**config.mk**
```make
export PLATFORM = sky130hd
export DESIGN_NAME = brc_unit
export DESIGN_NICKNAME = d
export VERILOG_FILES = /design/src/rtl/brc_pkg.sv /design/src/rtl/brc_decode.sv /design/src/rtl/brc_cond_eval.sv /design/src/rtl/brc_target.sv /design/src/rtl/brc_unit.sv
export SDC_FILE = /design/constraint.sdc
export NUM_CORES = 1
export LEC_CHECK = 0
export ABC_AREA = 0
export BUFFER_PORTS_ARGS = -buffer_cell sky130_fd_sc_hd__buf_4
export CAP_MARGIN = 10
export CORE_AREA = 5 5 66 68
export CTS_CLUSTER_DIAMETER = 120
export CTS_CLUSTER_SIZE = 12
export DETAILED_ROUTE_END_ITERATION = 12
export DIE_AREA = 0 0 71 73
export PLACE_DENSITY = 0.75
export SLEW_MARGIN = 25
export SYNTH_ARGS = -nofsm -noshare
export SYNTH_HDL_FRONTEND = slang
export SYNTH_SLANG_ARGS = --single-unit
```
**constraint.sdc**
```tcl
create_clock -name clk -period 4.5 [get_ports clk]
set_input_delay 0.9 -clock clk [delete_from_list [all_inputs] [get_ports clk]]
set_output_delay 0.9 -clock clk [all_outputs]
set_load 0.03 [all_outputs]
```
**src/rtl/brc_pkg.sv**
```systemverilog
package brc_pkg;

   localparam int OPC_W = 8;

   typedef enum logic [3:0] {
      CND_ALWAYS,
      CND_NEVER,
      CND_LOWER_SAME,
      CND_LOWER,
      CND_NOT_ZERO,
      CND_OVF_CLEAR,
      CND_OVF_SET,
      CND_PLUS,
      CND_MINUS,
      CND_SLT,
      CND_SLE,
      CND_NONE
   } cond_e;

   typedef struct packed {
      logic n;
      logic z;
      logic v;
      logic c;
   } flags_t;

endpackage

```
**src/rtl/brc_decode.sv**
```systemverilog
module brc_decode
   import brc_pkg::*;
(
   input  logic [OPC_W-1:0] opcode,
   output cond_e            cond,
   output logic             known
);

   always_comb begin
      unique case (opcode)
         8'h20:   cond = CND_ALWAYS;
         8'h21:   cond = CND_NEVER;
         8'h23:   cond = CND_LOWER_SAME;
         8'h25:   cond = CND_LOWER;
         8'h26:   cond = CND_NOT_ZERO;
         8'h28:   cond = CND_OVF_CLEAR;
         8'h29:   cond = CND_OVF_SET;
         8'h2A:   cond = CND_PLUS;
         8'h2B:   cond = CND_MINUS;
         8'h2D:   cond = CND_SLT;
         8'h2F:   cond = CND_SLE;
         default: cond = CND_NONE;
      endcase
      known = (cond != CND_NONE);
   end

endmodule

```
**src/rtl/brc_cond_eval.sv**
```systemverilog
module brc_cond_eval
   import brc_pkg::*;
(
   input  cond_e  cond,
   input  flags_t flags,
   output logic   taken
);

   logic sgn_lt;

   always_comb begin
      sgn_lt = flags.n ^ flags.v;
      unique case (cond)
         CND_ALWAYS:     taken = 1'b1;
         CND_NEVER:      taken = 1'b0;
         CND_LOWER_SAME: taken = flags.c | flags.z;
         CND_LOWER:      taken = flags.c;
         CND_NOT_ZERO:   taken = ~flags.z;
         CND_OVF_CLEAR:  taken = ~flags.v;
         CND_OVF_SET:    taken = flags.v;
         CND_PLUS:       taken = ~flags.n;
         CND_MINUS:      taken = flags.n;
         CND_SLT:        taken = sgn_lt;
         CND_SLE:        taken = flags.z | sgn_lt;
         default:        taken = 1'b0;
      endcase
   end

endmodule

```
**src/rtl/brc_target.sv**
```systemverilog
module brc_target #(
   parameter int PC_W   = 16,
   parameter int DISP_W = 8,
   parameter int STEP   = 2
) (
   input  logic [PC_W-1:0]   pc,
   input  logic [DISP_W-1:0] disp,
   input  logic              take,
   output logic [PC_W-1:0]   next_pc
);

   localparam int EXT_W = PC_W - DISP_W;

   logic [PC_W-1:0] seq_pc;
   logic [PC_W-1:0] disp_ext;
   logic [PC_W-1:0] jump_pc;

   generate
      if (EXT_W > 0) begin : g_ext
         assign disp_ext = {{EXT_W{disp[DISP_W-1]}}, disp};
      end else begin : g_same
         assign disp_ext = disp[PC_W-1:0];
      end
   endgenerate

   always_comb begin
      seq_pc  = pc + PC_W'(STEP);
      jump_pc = seq_pc + disp_ext;
      next_pc = take ? jump_pc : seq_pc;
   end

endmodule

```
**src/rtl/brc_unit.sv**
```systemverilog
module brc_unit
   import brc_pkg::*;
#(
   parameter int PC_W      = 16,
   parameter int DISP_W    = 8,
   parameter int STEP      = 2,
   parameter int TAKEN_CYC = 3,
   parameter int SKIP_CYC  = 1,
   parameter bit REG_OUT   = 1'b1,
   localparam int CYC_W    = $clog2(TAKEN_CYC + 1)
) (
   input  logic              clk,
   input  logic              rst_n,
   input  logic [OPC_W-1:0]  in_op,
   input  logic [DISP_W-1:0] in_disp,
   input  logic [PC_W-1:0]   in_pc,
   input  logic              flag_n,
   input  logic              flag_z,
   input  logic              flag_v,
   input  logic              flag_c,
   output logic              out_valid,
   output logic              out_taken,
   output logic [PC_W-1:0]   out_next_pc,
   output logic [CYC_W-1:0]  out_fetch_cycles
);

   generate
      if (DISP_W > PC_W) begin : g_bad_disp
         $error("brc_unit: DISP_W must not exceed PC_W");
      end
      if (SKIP_CYC > TAKEN_CYC) begin : g_bad_cyc
         $error("brc_unit: SKIP_CYC must not exceed TAKEN_CYC");
      end
      if (STEP < 1) begin : g_bad_step
         $error("brc_unit: STEP must be positive");
      end
   endgenerate

   cond_e            cond;
   logic             known;
   logic             cond_hit;
   logic             take;
   flags_t           flags;
   logic [PC_W-1:0]  nxt_pc;
   logic [CYC_W-1:0] cyc;

   assign flags = '{n: flag_n, z: flag_z, v: flag_v, c: flag_c};

   brc_decode u_dec (
      .opcode (in_op),
      .cond   (cond),
      .known  (known)
   );

   brc_cond_eval u_eval (
      .cond  (cond),
      .flags (flags),
      .taken (cond_hit)
   );

   assign take = cond_hit & known;

   brc_target #(
      .PC_W   (PC_W),
      .DISP_W (DISP_W),
      .STEP   (STEP)
   ) u_tgt (
      .pc      (in_pc),
      .disp    (in_disp),
      .take    (take),
      .next_pc (nxt_pc)
   );

   assign cyc = take ? CYC_W'(TAKEN_CYC) : CYC_W'(SKIP_CYC);

   generate
      if (REG_OUT) begin : g_reg
         always_ff @(posedge clk) begin
            if (!rst_n) begin
               out_valid        <= 1'b0;
               out_taken        <= 1'b0;
               out_next_pc      <= '0;
               out_fetch_cycles <= '0;
            end else begin
               out_valid        <= known;
               out_taken        <= take;
               out_next_pc      <= nxt_pc;
               out_fetch_cycles <= cyc;
            end
         end
      end else begin : g_comb
         always_comb begin
            out_valid        = known & rst_n;
            out_taken        = take & rst_n;
            out_next_pc      = rst_n ? nxt_pc : '0;
            out_fetch_cycles = rst_n ? cyc : '0;
         end
      end
   endgenerate

endmodule

```
* Word level (Yosys, flattened, before mapping) *
Cells that the tools add are included.

word-level totals
  flip-flop bits (word level) = 20
  output and inout bits = 20
  logic and storage cells = 39
  input bits = 38

cells by class
  muxes and demuxes = 4
  bitwise operators = 7
  equal/unequal tests = 21
  $add $sub $neg = 2
  reductions and logical operators = 1

operator list
  cell                                                  count
  equality test 8 x 6 -> 1 bit (second input constant)  11
  case mux 4 bit (11 select lines)                      1
  adder 16 bit                                          1
  adder 16 x 2 -> 16 bit (second input constant)        1
  equality test 4 x 3 -> 1 bit (second input constant)  4
  2-to-1 mux 16 bit                                     1
  equality test 4 bit (second input constant)           3
  case mux 1 bit (10 select lines)                      1
  equality test 4 x 2 -> 1 bit (second input constant)  2
  logical NOT 4 bit                                     1
  != test 4 bit (second input constant)                 1
  inverter 1 bit                                        3
  2-to-1 mux 2 bit                                      1
  bitwise OR 1 bit                                      2
  bitwise AND 1 bit                                     1
  bitwise XOR 1 bit                                     1

* Logic depth before layout (Yosys ltp) *
Gate-level depths: netlist of the first run.

  depth after elaboration = 6
  depth in mapped cells = 12
  gate-level depth less buffers = 12

* Modules after synthesis *
Synthesis of the first run repeated with hierarchy kept, for this count alone.

unflattened totals
  cell total of the unflattened synthesis = 268
  area, all modules = 2078.2 µm²

modules (own cells, without submodules)
  module         cells an instance  area an instance (µm²)  sequential area each (µm²)  times used
  brc_target     182                1244.9                  0.0                         1
  brc_unit       40                 535.5                   380.4                       1
  brc_decode     29                 193.9                   0.0                         1
  brc_cond_eval  17                 103.8                   0.0                         1

* Worst setup path after synthesis of the first run *
Ideal clock, no wire load.

  kind = input to register
  from = input in_pc[3]
  to = register out_next_pc[15]
  path slack = 1.123 ns
  library setup time = 0.115 ns
  path buffers = 0
  cell stages on the path = 11
  data arrival time = 3.261 ns
  data required time = 4.385 ns
  cell sequence = and3_1 and3_1 nand3_1 xnor2_1 ha_1 a21o_1 a311oi_1 a21bo_2 mux2i_1 or4_1 and3_1

on the way
  cells in the longest elaborated chain, start to end = 3

ends and longest elaborated chain
  item                      RTL line          text
  from (decl)               brc_unit.sv:16    input logic [PC_W-1:0] in_pc,
  adder 16 x 2 -> 16 bit *  brc_target.sv:27  seq_pc = pc + PC_W'(STEP);
  adder 16 bit              brc_target.sv:28  jump_pc = seq_pc + disp_ext;
  2-to-1 mux 16 bit *       brc_target.sv:29  next_pc = take ? jump_pc : seq_pc;
  to (signal assigned)      brc_unit.sv:87    out_next_pc <= nxt_pc;
  to (decl)                 brc_unit.sv:23    output logic [PC_W-1:0] out_next_pc,

Every way passes the cells marked *; elsewhere a longest branch is shown, timed or not.
A chain may end at the register's enable or synchronous reset.

* Worst setup path in the final report of the first run *
Same ends and word-level chain as after synthesis.

==> reports/qor.yml, run 1 <==
synthesis:
  syn-cell-area_sq_mm: 0.00180
  synthDistinctLibCells: 58
  synth_edf_count: 0
  synth-seq-area-share: 0.212
  yosysTopAreaCell: "dfxtp_1"
  synth_flop_cell: "dfxtp_1"
  synth.ff_latch_count: 19
  synth_top_area_frac: 0.212
  postSynthCellCount: 210
  avgSynthCellArea_sq_um: 8.56
  ys_warn_count: 0
  syn_nets: 265
  synth_area_leaders: "dfxtp_1 21%, ha_1 11%, xnor2_1 8.8%, mux2i_1 6.7%, xor2_1 3.9%"
  async_reset_ff_frac: 0
finish:
  fill_cells: 372
  syn_to_final_growth_pct: 26.9
  fin_nets: 322
  fin_cells: 316
  antennaDiodeCount: 0
  drive_gt1_frac: 0.267
clock_tree:
  clockBufferDepth: 2
  clkSinkCount: 19
  cts_tree: "yes"
  htree_levels: 1
  clk_pin_slew_ns: 0.06
  cts_resized: 0
  cts-root-buf: "clkbuf_8"
  postCtsSetupBuffers: 0
  cts_buffers: 3
  postCtsHoldBufs: 0
global_routing:
  gr-total-overflow: 0
  grt_max_degree: 20
  antenna_found_initial: 0
  grt_first_pass_wirelength_um: 7060
  grt_pass1_vias: 1710
  grt.total_usage: 0.164
floorplanning:
  die_x_um: 71
  num_rows: 23
  die_h_um: 73
  initial_core_util: 0.473
  die_area_sq_mm: 0.00518
  ios: 58
  fp.coreArea_sq_mm: 0.00380
power_and_ir_drop:
  ir_worst_vdd_mv: 0.144
  powerDensity_mw_per_mm2: 232
  p_leak_nw: 1.11
  power_mw: 0.528
critical_path:
  slowest_delay_ns: 0.47
  arrival_ns: 3.64
  crit_chain: "buf_4 -> and3_1 -> and3_1 -> xor2_1 -> ha_1 -> a2111oi_0 -> o21ai_1 -> a21bo_2 -> mux2i_1 -> or4_1 -> and3_1"
  cp.required_ns: 4.64
  cp_max_fo: 5
  crit_type: "primary input to flip-flop"
  end_kind: "flip-flop"
  cpMostUsedCell: "and3_1"
  slowest_stage: "or4_1"
  worstPathBufferInverterCount: 1
  worstSetupStartpointType: "primary input"
  crit_family: "simple AND/OR/NAND/NOR gates"
timing:
  final_hold_viol_count: 0
  fmax_mhz: 286
  period_share: 0.777
  min_period_ns: 3.50
  slew_headroom: 0.523
  rsz0062_at_grt: "false"
  tightest_slew_ns: 0.712
  setup_viol: 0
  slew_viol_final: 0
  tns_ns: 0
route:
  drt_wl_total_um: 4340
  drc: 0
  final_antenna_net_count: 0
  drtIter0Drc: 108
  via_per_inst: 5.52
  wl_per_cell_um: 13.7
  drt-pass1-iter-count: 4
  vias: 1744
placed_design:
  routabilityCongestion: 0.918
  port-buffer-count: 57
  place_inst: 312
  dp_hpwl_um: 3630
run:
  drv_cap: 0
status:
  outcome: "completed"
min_path:
  min_path_type: "primary input to flip-flop"
-- layer usage --
metal,vias up,part of all wire,routed length [um],track usage
met5,-,0,0,0
met4,0,0.0081,35,0.0251
met3,2,0.077,334,0.0482
met2,55,0.48,2100,0.310
met1,790,0.43,1870,0.186
li1,897,-,-,-
-- sequential cells by signal, indices dropped and copies added, names as in the netlist --
register	count
out_taken	1
out_valid	1
out_next_pc	16
out_fetch_cycles	1
-- cells by family after synthesis --
group                    share of synthesized area
AO/OA/AOI/OAI                                0.223
AND/OR/NAND/NOR                              0.206
XOR/XNOR                                     0.127
buffers and inverters                       0.0438
multiplexers                                0.0668
flip-flops                                   0.212
adder cells (fa/ha/maj)                      0.122
-- cells in the final DEF (no fill, tap or decap), types with 6 or more instances in the layout --
cell and instances:
mux2i_1 12, nand2_1 10, nor3_1 6, buf_4 57, a21oi_1 10, inv_1 7
nand3_1 8, o21ai_0 9, ha_1 16, xor2_1 8, dfxtp_1 19, and3_1 6
xnor2_1 18, nor2_1 17
-- area by class of cell --
class                   instances  area [sq um]  share of cell area
clock buffers                   4          45.0              0.0197
inverters                       7          26.3              0.0115
multi-input cells             179          1340               0.587
flip-flops and latches         19           380               0.167
well taps                      50          62.6              0.0274
repair buffers                 57           428               0.188
-- cells in the mapped netlist (2+ instances only) --
master,count
xor2_1,8
nor2_1,17
o2bb2ai_1,2
a21o_1,5
a211oi_1,2
a311o_1,2
nand3_1,8
dfxtp_1,19
inv_1,7
and3_1,6
nor3b_1,2
a21oi_1,10
o21ai_0,9
xnor2_1,18
nand4_1,5
ha_1,16
nand2_1,10
o21bai_1,3
a31oi_1,2
or2_2,2
o211ai_1,2
mux2i_1,12
nand2b_1,3
nor3_1,6
-- metrics by stage --
step	utilization	hold slack (ns)	setup WS, ns	cell area [sq um]
2_1_floorplan	-	0.928	1.12	1800
3_3_place_gp	0.589	1.06	0.861	2240
3_5_place_dp	0.589	1.06	0.775	2240
4_1_cts	0.600	0.800	1.03	2280
5_1_grt	0.600	0.809	0.836	2280
6_report	0.600	0.802	1.00	2280
-- final timing paths --
check,cells after the start,from,to
max,11,in_pc[3],out_next_pc[15]
min,1,rst_n,out_fetch_cycles[0]
-- report_power, final --
group	switching, mW	leakage [nW]	internal [mW]
sequential	0.00274	0.158	0.179
combinational	0.129	0.931	0.107
clock	0.0480	0.0228	0.0626
Note: power is estimated with default switching activity, not from simulation.
==> run 2, diff against run 1 <==
--- a/config.mk
+++ b/config.mk
@@ -5,15 +5,15 @@
 export SDC_FILE = /design/constraint.sdc
 export NUM_CORES = 1
 export LEC_CHECK = 0
-export ABC_AREA = 0
+export ABC_AREA = 1
 export BUFFER_PORTS_ARGS = -buffer_cell sky130_fd_sc_hd__buf_4
 export CAP_MARGIN = 10
-export CORE_AREA = 5 5 66 68
+export CORE_AREA = 5 5 72 74
 export CTS_CLUSTER_DIAMETER = 120
 export CTS_CLUSTER_SIZE = 12
 export DETAILED_ROUTE_END_ITERATION = 12
-export DIE_AREA = 0 0 71 73
-export PLACE_DENSITY = 0.75
+export DIE_AREA = 0 0 77 79
+export PLACE_DENSITY = 0.71
 export SLEW_MARGIN = 25
 export SYNTH_ARGS = -nofsm -noshare
 export SYNTH_HDL_FRONTEND = slang
==> constraint.sdc (replaced) <==
create_clock -name clk -period 3.45 [get_ports clk]
set_input_delay 0.69 -clock clk [delete_from_list [all_inputs] [get_ports clk]]
set_output_delay 0.69 -clock clk [all_outputs]
set_load 0.03 [all_outputs]
==> reports/qor.yml, run 2 <==
critical_path:
  crit_type: "primary input to flip-flop"  # unchanged
  slowest_stage: "ha_1"  # was or4_1
  crit_chain: "buf_4 -> inv_1 -> nor2_1 -> nand2_1 -> nor2_1 -> xor2_1 -> ha_1 -> a21oi_1 -> inv_1 -> nor2_1 -> nand2_1 -> nand3_1 -> nand3_1 -> nand2_1 -> nand2_1 -> nor2_1 -> nor2_1"  # was buf_4 -> and3_1 -> and3_1 -> xor2_1 -> ha_1 -> a2111oi_0 -> o21ai_1 -> a21bo_2 -> mux2i_1 -> or4_1 -> and3_1
  crit_family: "simple AND/OR/NAND/NOR gates"  # unchanged
  arrival_ns: 2.95  # was 3.64 ns
  cp.required_ns: 3.60  # was 4.64 ns
  slowest_delay_ns: 0.33  # was 0.47 ns
  worstSetupStartpointType: "primary input"  # unchanged
  startpoint: "in_pc[1]"  # was in_pc[3]
  cp_max_fo: 4  # was 5
  worstPathBufferInverterCount: 3  # was 1
  end_kind: "flip-flop"  # unchanged
  cpMostUsedCell: "nor2_1"  # was and3_1
finish:
  fin_cells: 477  # was 316
  drive_gt1_frac: 0.161  # was 0.267
  layout_commonest_cell: "nand2_1"  # was buf_4
  utilization: 0.582  # was 0.600
  regMostFlops: "out_next_pc"  # unchanged
  layout_common_cells: "95 x nand2_1, 67 x nor2_1, 58 x buf_4"  # was 57 x buf_4, 19 x dfxtp_1, 18 x xnor2_1
  largest_register_ffs: 16  # unchanged
  fill_cells: 470  # was 372
  syn_to_final_growth_pct: 23.7  # was 26.9%
  fin_nets: 479  # was 322
  antennaDiodeCount: 0  # unchanged
synthesis:
  ys_warn_count: 0  # unchanged
  synth_area_leaders: "dfxtp_1 18%, nand2_1 17%, nor2_1 12%, nand3_1 11%, ha_1 9.4%"  # was dfxtp_1 21%, ha_1 11%, xnor2_1 8.8%, mux2i_1 6.7%, xor2_1 3.9%
  yosysTopAreaCell: "dfxtp_1"  # unchanged
  yosysMostFrequentCell: "nand2_1"  # was dfxtp_1
  syn-cell-area_sq_mm: 0.00213  # was 0.00180 sq mm
  synthDistinctLibCells: 31  # was 58
  synth_top_area_frac: 0.178  # was 0.212
  postSynthCellCount: 368  # was 210
  synth_edf_count: 0  # unchanged
  synth_flop_cell: "dfxtp_1"  # unchanged
  synth.ff_latch_count: 19  # unchanged
  syn_nets: 423  # was 265
  synth-seq-area-share: 0.178  # was 0.212
  async_reset_ff_frac: 0  # unchanged
  ys_top_cells_by_count: "95 x nand2_1, 67 x nor2_1, 50 x inv_1"  # was 19 x dfxtp_1, 18 x xnor2_1, 17 x nor2_1
  avgSynthCellArea_sq_um: 5.79  # was 8.56 sq um
power_and_ir_drop:
  p_seq_frac: 0.334  # was 0.343
  comb_power_share: 0.448  # was 0.447
  ir_worst_vdd_mv: 0.110  # was 0.144 mV
  powerDensity_mw_per_mm2: 269  # was 232 mW/mm^2
  switchingPower_mw: 0.269  # was 0.179 mW
  clock_power_share: 0.218  # was 0.210
  p_leak_nw: 1.50  # was 1.11 nW
  sw_frac_of_total: 0.379  # was 0.340
  p_int_mw: 0.440  # was 0.349 mW
  power_mw: 0.709  # was 0.528 mW
floorplanning:
  die_x_um: 77  # was 71 um
  num_rows: 25  # was 23
  ios: 58  # unchanged
  die_h_um: 79  # was 73 um
  initial_core_util: 0.470  # was 0.473
  fp.coreArea_sq_mm: 0.00454  # was 0.00380 sq mm
  die_area_sq_mm: 0.00608  # was 0.00518 sq mm
placed_design:
  place_inst: 473  # was 312
  routabilityCongestion: 0.899  # was 0.918
  dp_hpwl_um: 4840  # was 3630 um
  port-buffer-count: 57  # unchanged
route:
  met1_length_um: 2630  # was 1870 um
  final_antenna_net_count: 0  # unchanged
  drt-pass1-iter-count: 5  # was 4
  dr_wl_met3_um: 393  # was 334 um
  top_layer_used: "met4"  # unchanged
  drt_wl_total_um: 5790  # was 4340 um
  drtIter0Drc: 162  # was 108
  wl_met2_um: 2660  # was 2100 um
  wl_per_cell_um: 12.1  # was 13.7 um
  via_per_inst: 5.06  # was 5.52
  vias: 2416  # was 1,744
  drc: 0  # unchanged
clock_tree:
  postCtsHoldBufs: 0  # unchanged
  cts_tree: "yes"  # unchanged
  postCtsSetupBuffers: 0  # unchanged
  cts-root-buf: "clkbuf_8"  # unchanged
  cts_buffers: 3  # unchanged
  clk_pin_slew_ns: 0.07  # was 0.06 ns
  clockBufferDepth: 2  # unchanged
  clkSinkCount: 19  # unchanged
  cts_resized: 0  # unchanged
  htree_levels: 1  # unchanged
run:
  drv_cap: 0  # unchanged
global_routing:
  gr-total-overflow: 0  # unchanged
  grt_pass1_vias: 2213  # was 1,710
  grt.total_usage: 0.190  # was 0.164
  grt_first_pass_wirelength_um: 9700  # was 7060 um
  antenna_found_initial: 0  # unchanged
  grt_max_degree: 19  # was 20
timing:
  slew_headroom: 0.505  # was 0.523
  rsz0062_at_grt: "false"  # unchanged
  final_hold_viol_count: 0  # unchanged
  fmax_mhz: 358
  min_period_ns: 2.79
  slew_viol_final: 0  # unchanged
  setup_viol: 0  # unchanged
  tns_ns: 0  # unchanged
  period_share: 0.810
  tightest_slew_ns: 0.742  # was 0.712 ns
min_path:
  min_from: "rst_n"  # unchanged
  hold_path_end: "out_fetch_cycles[0]"  # unchanged
  hold_depth: 1  # unchanged
  min_path_type: "primary input to flip-flop"  # unchanged
status:
  outcome: "completed"  # unchanged
[run 2: how the worst max path moves through the flow]
stage,end,slack (ns),cells after the start
finish,out_next_pc[9],0.66,17
global route,out_next_pc[9],0.36,17
CTS,out_next_pc[14],0.67,16
detailed placement,out_next_pc[14],0.41,16
global placement,out_next_pc[14],0.38,16
floorplan,out_next_pc[14],0.81,15
[run 2: kinds of logic after synthesis]
kind of cell / after synthesis / share of synthesized area
buf+inv: 57 / 0.108
flops: 19 / 0.178
simple gates: 227 / 0.455
fa+ha+maj: 17 / 0.103
compound gates: 31 / 0.0851
xor+xnor: 17 / 0.0698
[run 2: cell type report]
cell class / instances / area, sq um / area share
well taps: 54 / 67.6 / 0.0256
clock buffers: 4 / 45.0 / 0.0171
multi-input cells: 292 / 1520 / 0.577
inverters: 50 / 188 / 0.0712
repair buffers: 58 / 435 / 0.165
flip-flops and latches: 19 / 380 / 0.144
[run 2: layer usage]
layer,vias up,track usage
met3,11,0.0295
met2,75,0.333
met4,0,0.0550
met5,-,0
met1,1043,0.239
li1,1287,-
[run 2: power groups by stage]
stage / Clock (mW) / Sequential [mW] / Combinational (mW)
6_report: 0.154 / 0.236 / 0.318
5_1_grt: 0.166 / 0.238 / 0.356
4_1_cts: 0.157 / 0.237 / 0.317
3_5_place_dp: 0 / 0.242 / 0.315
3_3_place_gp: 0 / 0.241 / 0.315
2_1_floorplan: 0 / 0.269 / 0.181
[run 2: stage by stage]
step                      cell area, sq um  setup WS, ns  hold slack, ns
final                                 2640         0.655           0.693
after global routing                  2640         0.362           0.687
after CTS                             2640         0.670           0.690
after detailed placement              2590         0.406           0.960
after global placement                2590         0.381           0.959
after floorplan                       2130         0.813           0.718
